### src/rtl/pwm_timer_pkg.sv
package pwm_timer_pkg;

   typedef enum logic [1:0] {
      KIND_FREE  = 2'd0,
      KIND_CLEAR = 2'd1,
      KIND_SLOPE = 2'd2
   } run_kind_e;

   typedef enum logic [2:0] {
      TSEL_MAX  = 3'd0,
      TSEL_8B   = 3'd1,
      TSEL_9B   = 3'd2,
      TSEL_10B  = 3'd3,
      TSEL_CMPA = 3'd4,
      TSEL_CAPT = 3'd5
   } top_sel_e;

   typedef struct packed {
      run_kind_e kind;
      top_sel_e  tsel;
   } mode_cfg_t;

   localparam int FLAG_OVF  = 0;
   localparam int FLAG_CMPA = 1;
   localparam int FLAG_CAPT = 2;
   localparam int NUM_FLAGS = 3;
   localparam int NUM_CMP   = 2;

   function automatic mode_cfg_t decode_mode(input logic [3:0] code);
      mode_cfg_t c;
      case (code)
         4'h4:    c = '{kind: KIND_CLEAR, tsel: TSEL_CMPA};
         4'hC:    c = '{kind: KIND_CLEAR, tsel: TSEL_CAPT};
         4'h5:    c = '{kind: KIND_SLOPE, tsel: TSEL_8B};
         4'h6:    c = '{kind: KIND_SLOPE, tsel: TSEL_9B};
         4'h7:    c = '{kind: KIND_SLOPE, tsel: TSEL_10B};
         4'hE:    c = '{kind: KIND_SLOPE, tsel: TSEL_CAPT};
         4'hF:    c = '{kind: KIND_SLOPE, tsel: TSEL_CMPA};
         default: c = '{kind: KIND_FREE,  tsel: TSEL_MAX};
      endcase
      return c;
   endfunction

endpackage

### src/rtl/pwm_mode_decode.sv
module pwm_mode_decode
   import pwm_timer_pkg::*;
#(
   parameter int CNT_W = 16
) (
   input  logic [3:0]       mode_code,
   input  logic [CNT_W-1:0] cmpa_val,
   input  logic [CNT_W-1:0] capt_val,
   output run_kind_e        kind,
   output top_sel_e         tsel,
   output logic [CNT_W-1:0] top_val,
   output logic [CNT_W-1:0] wr_mask
);

   localparam logic [CNT_W-1:0] ALL_ONES = '1;
   localparam logic [CNT_W-1:0] TOP_8B   = CNT_W'(32'h0000_00FF);
   localparam logic [CNT_W-1:0] TOP_9B   = CNT_W'(32'h0000_01FF);
   localparam logic [CNT_W-1:0] TOP_10B  = CNT_W'(32'h0000_03FF);

   mode_cfg_t cfg;
   logic      fixed_top;

   assign cfg  = decode_mode(mode_code);
   assign kind = cfg.kind;
   assign tsel = cfg.tsel;

   always_comb begin
      fixed_top = 1'b0;
      case (cfg.tsel)
         TSEL_8B:   begin top_val = TOP_8B;  fixed_top = 1'b1; end
         TSEL_9B:   begin top_val = TOP_9B;  fixed_top = 1'b1; end
         TSEL_10B:  begin top_val = TOP_10B; fixed_top = 1'b1; end
         TSEL_CMPA: top_val = cmpa_val;
         TSEL_CAPT: top_val = capt_val;
         default:   top_val = ALL_ONES;
      endcase
      wr_mask = fixed_top ? top_val : ALL_ONES;
   end

endmodule

### src/rtl/pwm_compare_bank.sv
module pwm_compare_bank #(
   parameter int CNT_W = 16,
   parameter bit BUF_A = 1'b1
) (
   input  logic             clk,
   input  logic             rst_n,
   input  logic             slope_mode,
   input  logic [CNT_W-1:0] wr_mask,
   input  logic             reload,
   input  logic             a_wr,
   input  logic [CNT_W-1:0] a_data,
   input  logic             b_wr,
   input  logic [CNT_W-1:0] b_data,
   input  logic             c_wr,
   input  logic [CNT_W-1:0] c_data,
   output logic [CNT_W-1:0] a_act,
   output logic [CNT_W-1:0] b_q,
   output logic [CNT_W-1:0] c_q
);

   logic [CNT_W-1:0] a_val;
   logic [CNT_W-1:0] b_val;

   assign a_val = a_data & wr_mask;
   assign b_val = b_data & wr_mask;

   generate
      if (BUF_A) begin : g_buffered
         logic [CNT_W-1:0] a_buf;

         always_ff @(posedge clk or negedge rst_n) begin
            if (!rst_n)    a_buf <= '0;
            else if (a_wr) a_buf <= a_val;
         end

         always_ff @(posedge clk or negedge rst_n) begin
            if (!rst_n)                   a_act <= '0;
            else if (a_wr && !slope_mode) a_act <= a_val;
            else if (reload)              a_act <= a_buf;
         end
      end else begin : g_direct
         always_ff @(posedge clk or negedge rst_n) begin
            if (!rst_n)    a_act <= '0;
            else if (a_wr) a_act <= a_val;
         end
      end
   endgenerate

   always_ff @(posedge clk or negedge rst_n) begin
      if (!rst_n)    b_q <= '0;
      else if (b_wr) b_q <= b_val;
   end

   always_ff @(posedge clk or negedge rst_n) begin
      if (!rst_n)    c_q <= '0;
      else if (c_wr) c_q <= c_data;
   end

endmodule

### src/rtl/pwm_count_core.sv
module pwm_count_core #(
   parameter int CNT_W = 16
) (
   input  logic             clk,
   input  logic             rst_n,
   input  logic             tick_en,
   input  logic             load,
   input  logic [CNT_W-1:0] load_val,
   input  logic             clear_at_top,
   input  logic [CNT_W-1:0] top_val,
   output logic [CNT_W-1:0] cnt,
   output logic             adv,
   output logic             top_hit,
   output logic             max_hit
);

   localparam logic [CNT_W-1:0] CNT_MAX = '1;
   localparam logic [CNT_W-1:0] CNT_ONE = CNT_W'(1);

   logic [CNT_W-1:0] cnt_next;

   assign adv     = tick_en & ~load;
   assign top_hit = adv & (cnt == top_val);
   assign max_hit = adv & (cnt == CNT_MAX);

   always_comb begin
      if (load)                         cnt_next = load_val;
      else if (!tick_en)                cnt_next = cnt;
      else if (clear_at_top && top_hit) cnt_next = '0;
      else                              cnt_next = cnt + CNT_ONE;
   end

   always_ff @(posedge clk or negedge rst_n) begin
      if (!rst_n) cnt <= '0;
      else        cnt <= cnt_next;
   end

endmodule

### src/rtl/pwm_event_flags.sv
module pwm_event_flags #(
   parameter int N = 3
) (
   input  logic         clk,
   input  logic         rst_n,
   input  logic [N-1:0] set_ev,
   input  logic [N-1:0] clr_req,
   output logic [N-1:0] flag_q
);

   generate
      for (genvar i = 0; i < N; i++) begin : g_flag
         always_ff @(posedge clk or negedge rst_n) begin
            if (!rst_n)          flag_q[i] <= 1'b0;
            else if (set_ev[i])  flag_q[i] <= 1'b1;
            else if (clr_req[i]) flag_q[i] <= 1'b0;
         end
      end
   endgenerate

endmodule

### src/rtl/pwm_timer16.sv
module pwm_timer16
   import pwm_timer_pkg::*;
#(
   parameter int CNT_W = 16,
   parameter bit BUF_A = 1'b1
) (
   input  logic             clk,
   input  logic             rst_n,
   input  logic             tick_en,
   input  logic [3:0]       mode_sel,
   input  logic             cnt_wr,
   input  logic [CNT_W-1:0] cnt_wdata,
   input  logic             cmpa_wr,
   input  logic [CNT_W-1:0] cmpa_wdata,
   input  logic             cmpb_wr,
   input  logic [CNT_W-1:0] cmpb_wdata,
   input  logic             capt_wr,
   input  logic [CNT_W-1:0] capt_wdata,
   input  logic [2:0]       flag_clr,
   output logic [CNT_W-1:0] count,
   output logic [CNT_W-1:0] cmp_a_q,
   output logic [CNT_W-1:0] cmp_b_q,
   output logic             match_a,
   output logic             match_b,
   output logic             bottom,
   output logic [2:0]       flags
);

   generate
      if (CNT_W < 10 || CNT_W > 32) begin : g_bad_width
         $error("pwm_timer16: CNT_W must lie in 10..32");
      end
      if (NUM_FLAGS != 3) begin : g_bad_flags
         $error("pwm_timer16: flag vector width mismatch");
      end
   endgenerate

   run_kind_e        kind;
   top_sel_e         tsel;
   logic [CNT_W-1:0] top_val;
   logic [CNT_W-1:0] wr_mask;
   logic [CNT_W-1:0] capt_q;
   logic             adv;
   logic             top_hit;
   logic             max_hit;
   logic             slope_mode;
   logic             reload;
   logic [NUM_CMP-1:0]   cmp_hit;
   logic [CNT_W-1:0]     cmp_val [NUM_CMP];
   logic [NUM_FLAGS-1:0] flag_set;

   pwm_mode_decode #(.CNT_W(CNT_W)) u_dec (
      .mode_code (mode_sel),
      .cmpa_val  (cmp_a_q),
      .capt_val  (capt_q),
      .kind      (kind),
      .tsel      (tsel),
      .top_val   (top_val),
      .wr_mask   (wr_mask)
   );

   assign slope_mode = (kind == KIND_SLOPE);
   assign reload     = top_hit & slope_mode;

   pwm_compare_bank #(.CNT_W(CNT_W), .BUF_A(BUF_A)) u_cmp (
      .clk        (clk),
      .rst_n      (rst_n),
      .slope_mode (slope_mode),
      .wr_mask    (wr_mask),
      .reload     (reload),
      .a_wr       (cmpa_wr),
      .a_data     (cmpa_wdata),
      .b_wr       (cmpb_wr),
      .b_data     (cmpb_wdata),
      .c_wr       (capt_wr),
      .c_data     (capt_wdata),
      .a_act      (cmp_a_q),
      .b_q        (cmp_b_q),
      .c_q        (capt_q)
   );

   pwm_count_core #(.CNT_W(CNT_W)) u_core (
      .clk          (clk),
      .rst_n        (rst_n),
      .tick_en      (tick_en),
      .load         (cnt_wr),
      .load_val     (cnt_wdata),
      .clear_at_top (kind != KIND_FREE),
      .top_val      (top_val),
      .cnt          (count),
      .adv          (adv),
      .top_hit      (top_hit),
      .max_hit      (max_hit)
   );

   assign cmp_val[0] = cmp_a_q;
   assign cmp_val[1] = cmp_b_q;

   generate
      for (genvar c = 0; c < NUM_CMP; c++) begin : g_match
         assign cmp_hit[c] = adv & (count == cmp_val[c]);
      end
   endgenerate

   assign match_a = cmp_hit[0];
   assign match_b = cmp_hit[1];
   assign bottom  = adv & (count == '0);

   assign flag_set[FLAG_OVF]  = slope_mode ? top_hit : max_hit;
   assign flag_set[FLAG_CMPA] = cmp_hit[0];
   assign flag_set[FLAG_CAPT] = top_hit & (tsel == TSEL_CAPT);

   pwm_event_flags #(.N(NUM_FLAGS)) u_flags (
      .clk     (clk),
      .rst_n   (rst_n),
      .set_ev  (flag_set),
      .clr_req (flag_clr),
      .flag_q  (flags)
   );

endmodule

### config.mk
export PLATFORM = sky130hd
export DESIGN_NAME = pwm_timer16
export DESIGN_NICKNAME = d
export VERILOG_FILES = /design/src/rtl/pwm_timer_pkg.sv /design/src/rtl/pwm_mode_decode.sv /design/src/rtl/pwm_compare_bank.sv /design/src/rtl/pwm_count_core.sv /design/src/rtl/pwm_event_flags.sv /design/src/rtl/pwm_timer16.sv
export SDC_FILE = /design/constraint.sdc
export NUM_CORES = 1
export LEC_CHECK = 0
export BUFFER_PORTS_ARGS = -buffer_cell sky130_fd_sc_hd__buf_2
export CORE_UTILIZATION = 40
export CTS_CLUSTER_SIZE = 20
export DETAILED_ROUTE_END_ITERATION = 16
export HOLD_SLACK_MARGIN = 0.12
export SETUP_SLACK_MARGIN = 0.5
export SLEW_MARGIN = 20
export SYNTH_ARGS = -nofsm -noshare
export SYNTH_HDL_FRONTEND = slang
export SYNTH_SLANG_ARGS = --single-unit
### constraint.sdc
create_clock -name clk -period 6.3 [get_ports clk]
set_input_delay 1.89 -clock clk [delete_from_list [all_inputs] [get_ports clk]]
set_output_delay 1.89 -clock clk [all_outputs]
set_load 0.005 [all_outputs]
==> flow_summary.yaml, run 1 <==
critical_path:
  crit_type: "in -> out"
  crit_path_max_incr_delay_ns: 0.53
  cp_num_buf_inv: 2
  worstPathMaxFanout: 43
  cp-startpoint: "cnt_wr"
  crit_path_frequent_cell: "buf_2"
  worstPathCellList: "buf_2 > nand2b_1 > nor2_1 > nand3_1 > nor4_1 > buf_2"
  worstPathArrival_ns: 3.59
  cp_slowest_cell: "nand2b_1"
  critical_path.top_delay_family: "simple AND/OR/NAND/NOR gates"
  cp-start-kind: "primary input"
  r2r_start: "u_core.cnt[0]"
  cp-end-kind: "output pin"
  crit_required_ns: 4.41
synth:
  synth_edf_count: 0
  synth_fp_nets: 625
  synth-xor-area-share: 0.0686
  syn_area_per_cell_um2: 9.38
  ys_seq_area_frac: 0.406
  synth_top_family_by_area: "simple AND/OR/NAND/NOR gates"
  post_synth_fa_ha_maj_area_fraction: 0.00490
  synthMuxAreaShare: 0.0862
  yosys.area_share.simple: 0.199
  syn_area_um2: 5110
  ys_seq_elements: 83
  yosysWarnings: 0
  ys.flop_type: "dfrtp_1"
  synthCells: 545
  synth_cell_type_count: 61
  synth_compound_area_frac: 0.166
  async_flop_share: 1.00
floorplanning:
  rows: 40
  ios: 132
  core_um2: 12200
  die-area_um2: 13200
  start_util: 0.418
  die_y_um: 115
  die_w_um: 115
timing:
  fmax_mhz: 182
  min_period_ns: 5.48
  worst_slew_pin_slew_ns: 0.791
  rsz0062_at_grt: "no"
  hold_viol: 0
  fin_crit_sh: 0.870
  finClkSkew_ns: 0.00939
  setup_viol: 0
  drv_slew: 0
  slew_headroom: 0.472
  tns_ns: 0
pwr:
  p_total_mw: 1.57
  vdd_drop_max_mv: 0.137
  p_leak_nw: 2.70
  power_density_nw_per_um2: 257
min_path:
  min_from: "u_flags.flag_q[1]"
  hp-class: "reg -> reg"
layout:
  final_common_cell: "buf_2"
  fill_cells: 1213
  drive_gt1_frac: 0.313
  diodes: 0
  final_cell_mix: "buf_2, dfrtp_1, xor2_1"
  fin_nets: 721
  layout.cells.non_filler: 814
  area.growth.synth_to_final_pct: 19.3
grt:
  grt_pass1_wl_um: 24100
  grt_antenna_before_repair: 0
  grt_max_degree: 56
  grt_overflow_total: 0
  grt_pass1_vias: 4430
  grt.total_usage: 0.243
place:
  portBuffers: 131
  finalWeightedCongestion: 0.845
  dp.final_hpwl_um: 10900
  dpl.cell_count: 798
flow_run:
  maxCapViolations: 0
detailed_routing:
  drt_wl_total_um: 15300
  drt_iter0_drc: 370
  antenna_left: 0
  viasPerCell: 5.61
  dr_total_vias: 4570
  drtPass1Iterations: 5
  wl_per_cell_um: 18.8
  drc: 0
cts:
  cts_resized: 0
  holdBufCountCts: 0
  cts.sinks: 83
  cts_tree: "yes"
  cts.htree.levels: 3
  clockBufferDepth: 2
  clk_latency_ns: 0.35
  cts_setup_buffers: 0
  cts_made_buffers: 9
  clkSlewWorstSetupHoldPaths_ns: 0.06
  ctsRootBufferMaster: "clkbuf_16"
status:
  status: "finished, final reports clean"
-- cells in the mapped netlist, drive strengths merged, types with 10 or more instances --
library cell / instances / area share
nor2: 18 / 0.013
nor3b: 10 / 0.015
a21oi: 25 / 0.024
and3b: 12 / 0.021
nand3: 25 / 0.024
inv: 34 / 0.025
xor2: 35 / 0.060
o21ai: 43 / 0.049
or2: 10 / 0.012
clkbuf: 36 / 0.026
nor4: 12 / 0.015
dfrtp: 83 / 0.41
buf: 13 / 0.017
mux2: 32 / 0.071
nor3: 13 / 0.013
nand2: 30 / 0.022
-- final timing paths --
check                                         end  depth (start not counted)  slack, ns
worst min register to register  u_flags.flag_q[1]                          1       0.48
max in group asynchronous            u_cmp.b_q[4]                          2       3.81
worst max register to register      u_core.cnt[9]                          8       2.81
min in group asynchronous            u_cmp.c_q[8]                          1       1.46
worst max-delay path                       bottom                          6       0.82
worst min-delay path            u_flags.flag_q[1]                          1       0.48
-- logic make-up (layout without fill, tap and decap cells) --
family | count (synthesis) | after routing
flops | 83 | 83
fa+ha+maj | 2 | 2
simple gates | 174 | 174
mux | 40 | 40
buf+inv | 83 | 184
compound gates | 123 | 123
xor+xnor | 40 | 40
-- state kept, by name, summed over array words and instances, names as in the netlist --
signal and cells:
u_cmp.a_act 16, u_cmp.b_q 16, u_cmp.g_buffered.a_buf 16, u_core.cnt 16
u_cmp.c_q 16, u_flags.flag_q 3
-- final cells by class --
cell class,count,area (µm²),area share
multi-input combinational,379,2680,0.440
clock buffer,11,233,0.0382
timing repair buffer,134,681,0.112
inverter,34,128,0.0209
tap,168,210,0.0345
sequential,83,2080,0.341
clock inverter,5,85.1,0.0140
-- power breakdown --
part / leakage (nW) / total, mW / switching, mW / internal (mW)
clock: 0.151 / 0.570 / 0.220 / 0.350
sequential: 0.981 / 0.697 / 0.108 / 0.589
combinational: 1.57 / 0.299 / 0.149 / 0.150
total: 2.70 / 1.57 / 0.477 / 1.09
-- through the flow --
step | util | setup WS (ns) | area, µm² | hold WS [ns]
final | 0.499 | 0.819 | 6100 | 0.485
after global routing | 0.499 | 0.731 | 6100 | 0.516
after CTS | 0.499 | 0.834 | 6100 | 0.492
after detailed placement | 0.473 | 0.835 | 5780 | 0.478
after global placement | 0.473 | 0.911 | 5780 | 0.476
after floorplan | - | 1.58 | 5110 | 0.473
-- layer usage --
| layer | vias up | global-route usage | wire (µm) |
|---|---|---|---|
| met4 | 0 | 0.0693 | 225 |
| met5 | - | 0 | 0 |
| met3 | 16 | 0.0548 | 942 |
| li1 | 2168 | - | - |
| met1 | 2236 | 0.335 | 6840 |
| met2 | 150 | 0.385 | 7310 |
(Power assumes the default switching activity.)
==> run 2, diff against run 1 <==
CORE_MARGIN = 2   (was default)
RECOVER_POWER = 50   (was default)
==> run 2 against run 1 <==
Net effect: sequential share of layout area about the same; hold slack got worse by 0.011 ns; clock power decreased by 3%; combinational power about the same; via count increased by 0.11%; non-clock buffer count decreased by 1; power decreased by 0.88%; largest power group unchanged.
==> flow_summary.yaml, run 2 (same netlist as run 1, synthesis figures left out) <==
layout:
  area.growth.synth_to_final_pct: 19.2
  final_cell_mix: "buf_2, dfrtp_1, xor2_1"
  fill_cells: 1247
  diodes: 0
  final_common_cell: "buf_2"
  regArea_um2: 2080
  multiInputGateArea_um2: 2680
  fin_nets: 720
  layout.cells.non_filler: 817
  drive_gt1_frac: 0.309
grt:
  grt_pass1_vias: 4418
  use_met1: 0.316
  grt_max_degree: 84
  gr-usage-met2: 0.371
  grt_pass1_wl_um: 23800
  grt_overflow_total: 0
  grt_antenna_before_repair: 0
  grt-busiest-layer: "met2"
  grt.total_usage: 0.232
  gr-usage-met3: 0.0412
timing:
  drv_slew: 0
  min_period_ns: 5.32
  slew_headroom: 0.293
  finClkSkew_ns: 0.00243
  tns_ns: 0
  setup_viol: 0
  worst_slew_pin_slew_ns: 1.06
  fin_crit_sh: 0.845
  hold_viol: 0
  fmax_mhz: 188
  rsz0062_at_grt: "no"
floorplanning:
  ios: 132
  rows: 41
  core_um2: 12600
  die-area_um2: 13700
  start_util: 0.407
  die_y_um: 117
  die_w_um: 117
cts:
  ctsRootBufferMaster: "clkbuf_16"
  cts_tree: "yes"
  holdBufCountCts: 0
  clk_latency_ns: 0.35
  clkSlewWorstSetupHoldPaths_ns: 0.06
  cts.htree.levels: 3
  clockBufferDepth: 2
  cts.sinks: 83
  cts_setup_buffers: 0
  cts_resized: 0
  cts_made_buffers: 9
detailed_routing:
  drt_wl_total_um: 15400
  drtPass1Iterations: 5
  dr_total_vias: 4575
  antenna_left: 0
  drc: 0
  wl_per_cell_um: 18.9
  drt_iter0_drc: 247
  viasPerCell: 5.60
place:
  dp.final_hpwl_um: 11100
  portBuffers: 131
  finalWeightedCongestion: 0.898
  dpl.cell_count: 801
pwr:
  power_density_nw_per_um2: 255
  vdd_drop_max_mv: 0.164
  p_leak_nw: 2.70
  p_total_mw: 1.55
critical_path:
  crit_required_ns: 4.41
  crit_type: "in -> out"
  worstPathMaxFanout: 43
  cp-end-kind: "output pin"
  cp-start-kind: "primary input"
  worstPathArrival_ns: 3.43
flow_run:
  maxCapViolations: 0
status:
  status: "finished, final reports clean"
min_path:
  hp-class: "reg -> reg"
-- run 2: cell types whose count changed in the layout (fill, tap and decap cells not counted), sizes merged --
cell,before,now
clkbuf,11,15
clkinv,0,2
inv,36,34
buf,134,130
bufinv,2,1
-- run 2: per-stage QoR --
stage	hold slack [ns]	cell area, µm²	setup slack [ns]	utilization
after floorplan	0.473	5110	1.58	-
after global placement	0.460	5780	0.949	0.460
after detailed placement	0.464	5780	0.862	0.460
after CTS	0.478	6090	1.03	0.485
after global routing	0.491	6090	0.852	0.485
final	0.474	6090	0.977	0.485
-- run 2: path summary, 6_finish.rpt --
check / from / to / slack, ns / cells after the start
min reg2reg: u_flags.flag_q[1] / u_flags.flag_q[1] / 0.47 / 1
min in group asynchronous: rst_n / u_cmp.g_buffered.a_buf[6] / 1.59 / 1
min: u_flags.flag_q[1] / u_flags.flag_q[1] / 0.47 / 1
max: cnt_wr / bottom / 0.98 / 6
max in group asynchronous: rst_n / u_core.cnt[6] / 4.19 / 1
max reg2reg: u_core.cnt[0] / u_core.cnt[9] / 2.85 / 8
-- run 2: final cells by class --
cell class | count | share of cell area
Sequential cell | 83 | 0.341
Timing Repair Buffer | 133 | 0.111
Tap cell | 172 | 0.0353
Clock inverter | 4 | 0.00781
Multi-Input combinational cell | 379 | 0.441
Inverter | 34 | 0.0210
Clock buffer | 12 | 0.0438
-- run 2: power breakdown --
part,switching [mW],internal (mW),total (mW),leakage (nW)
Sequential,0.109,0.589,0.699,0.981
Clock,0.216,0.338,0.554,0.155
Combinational,0.150,0.149,0.299,1.56
-- run 2: layer usage --
metal  routed length (µm)  vias to the layer above
met4                  331                        0
met1                 6670                     2227
met3                  930                       25
met2                 7490                      171
li1                     -                     2152
met5                    0                        -
-- run 2: worst max-delay path, stage by stage --
cell and delay [ns]:
buf_2 0.32, nand2b_1 0.50, nor2_1 0.24, nand3_1 0.10, nor4_1 0.20, buf_2 0.17
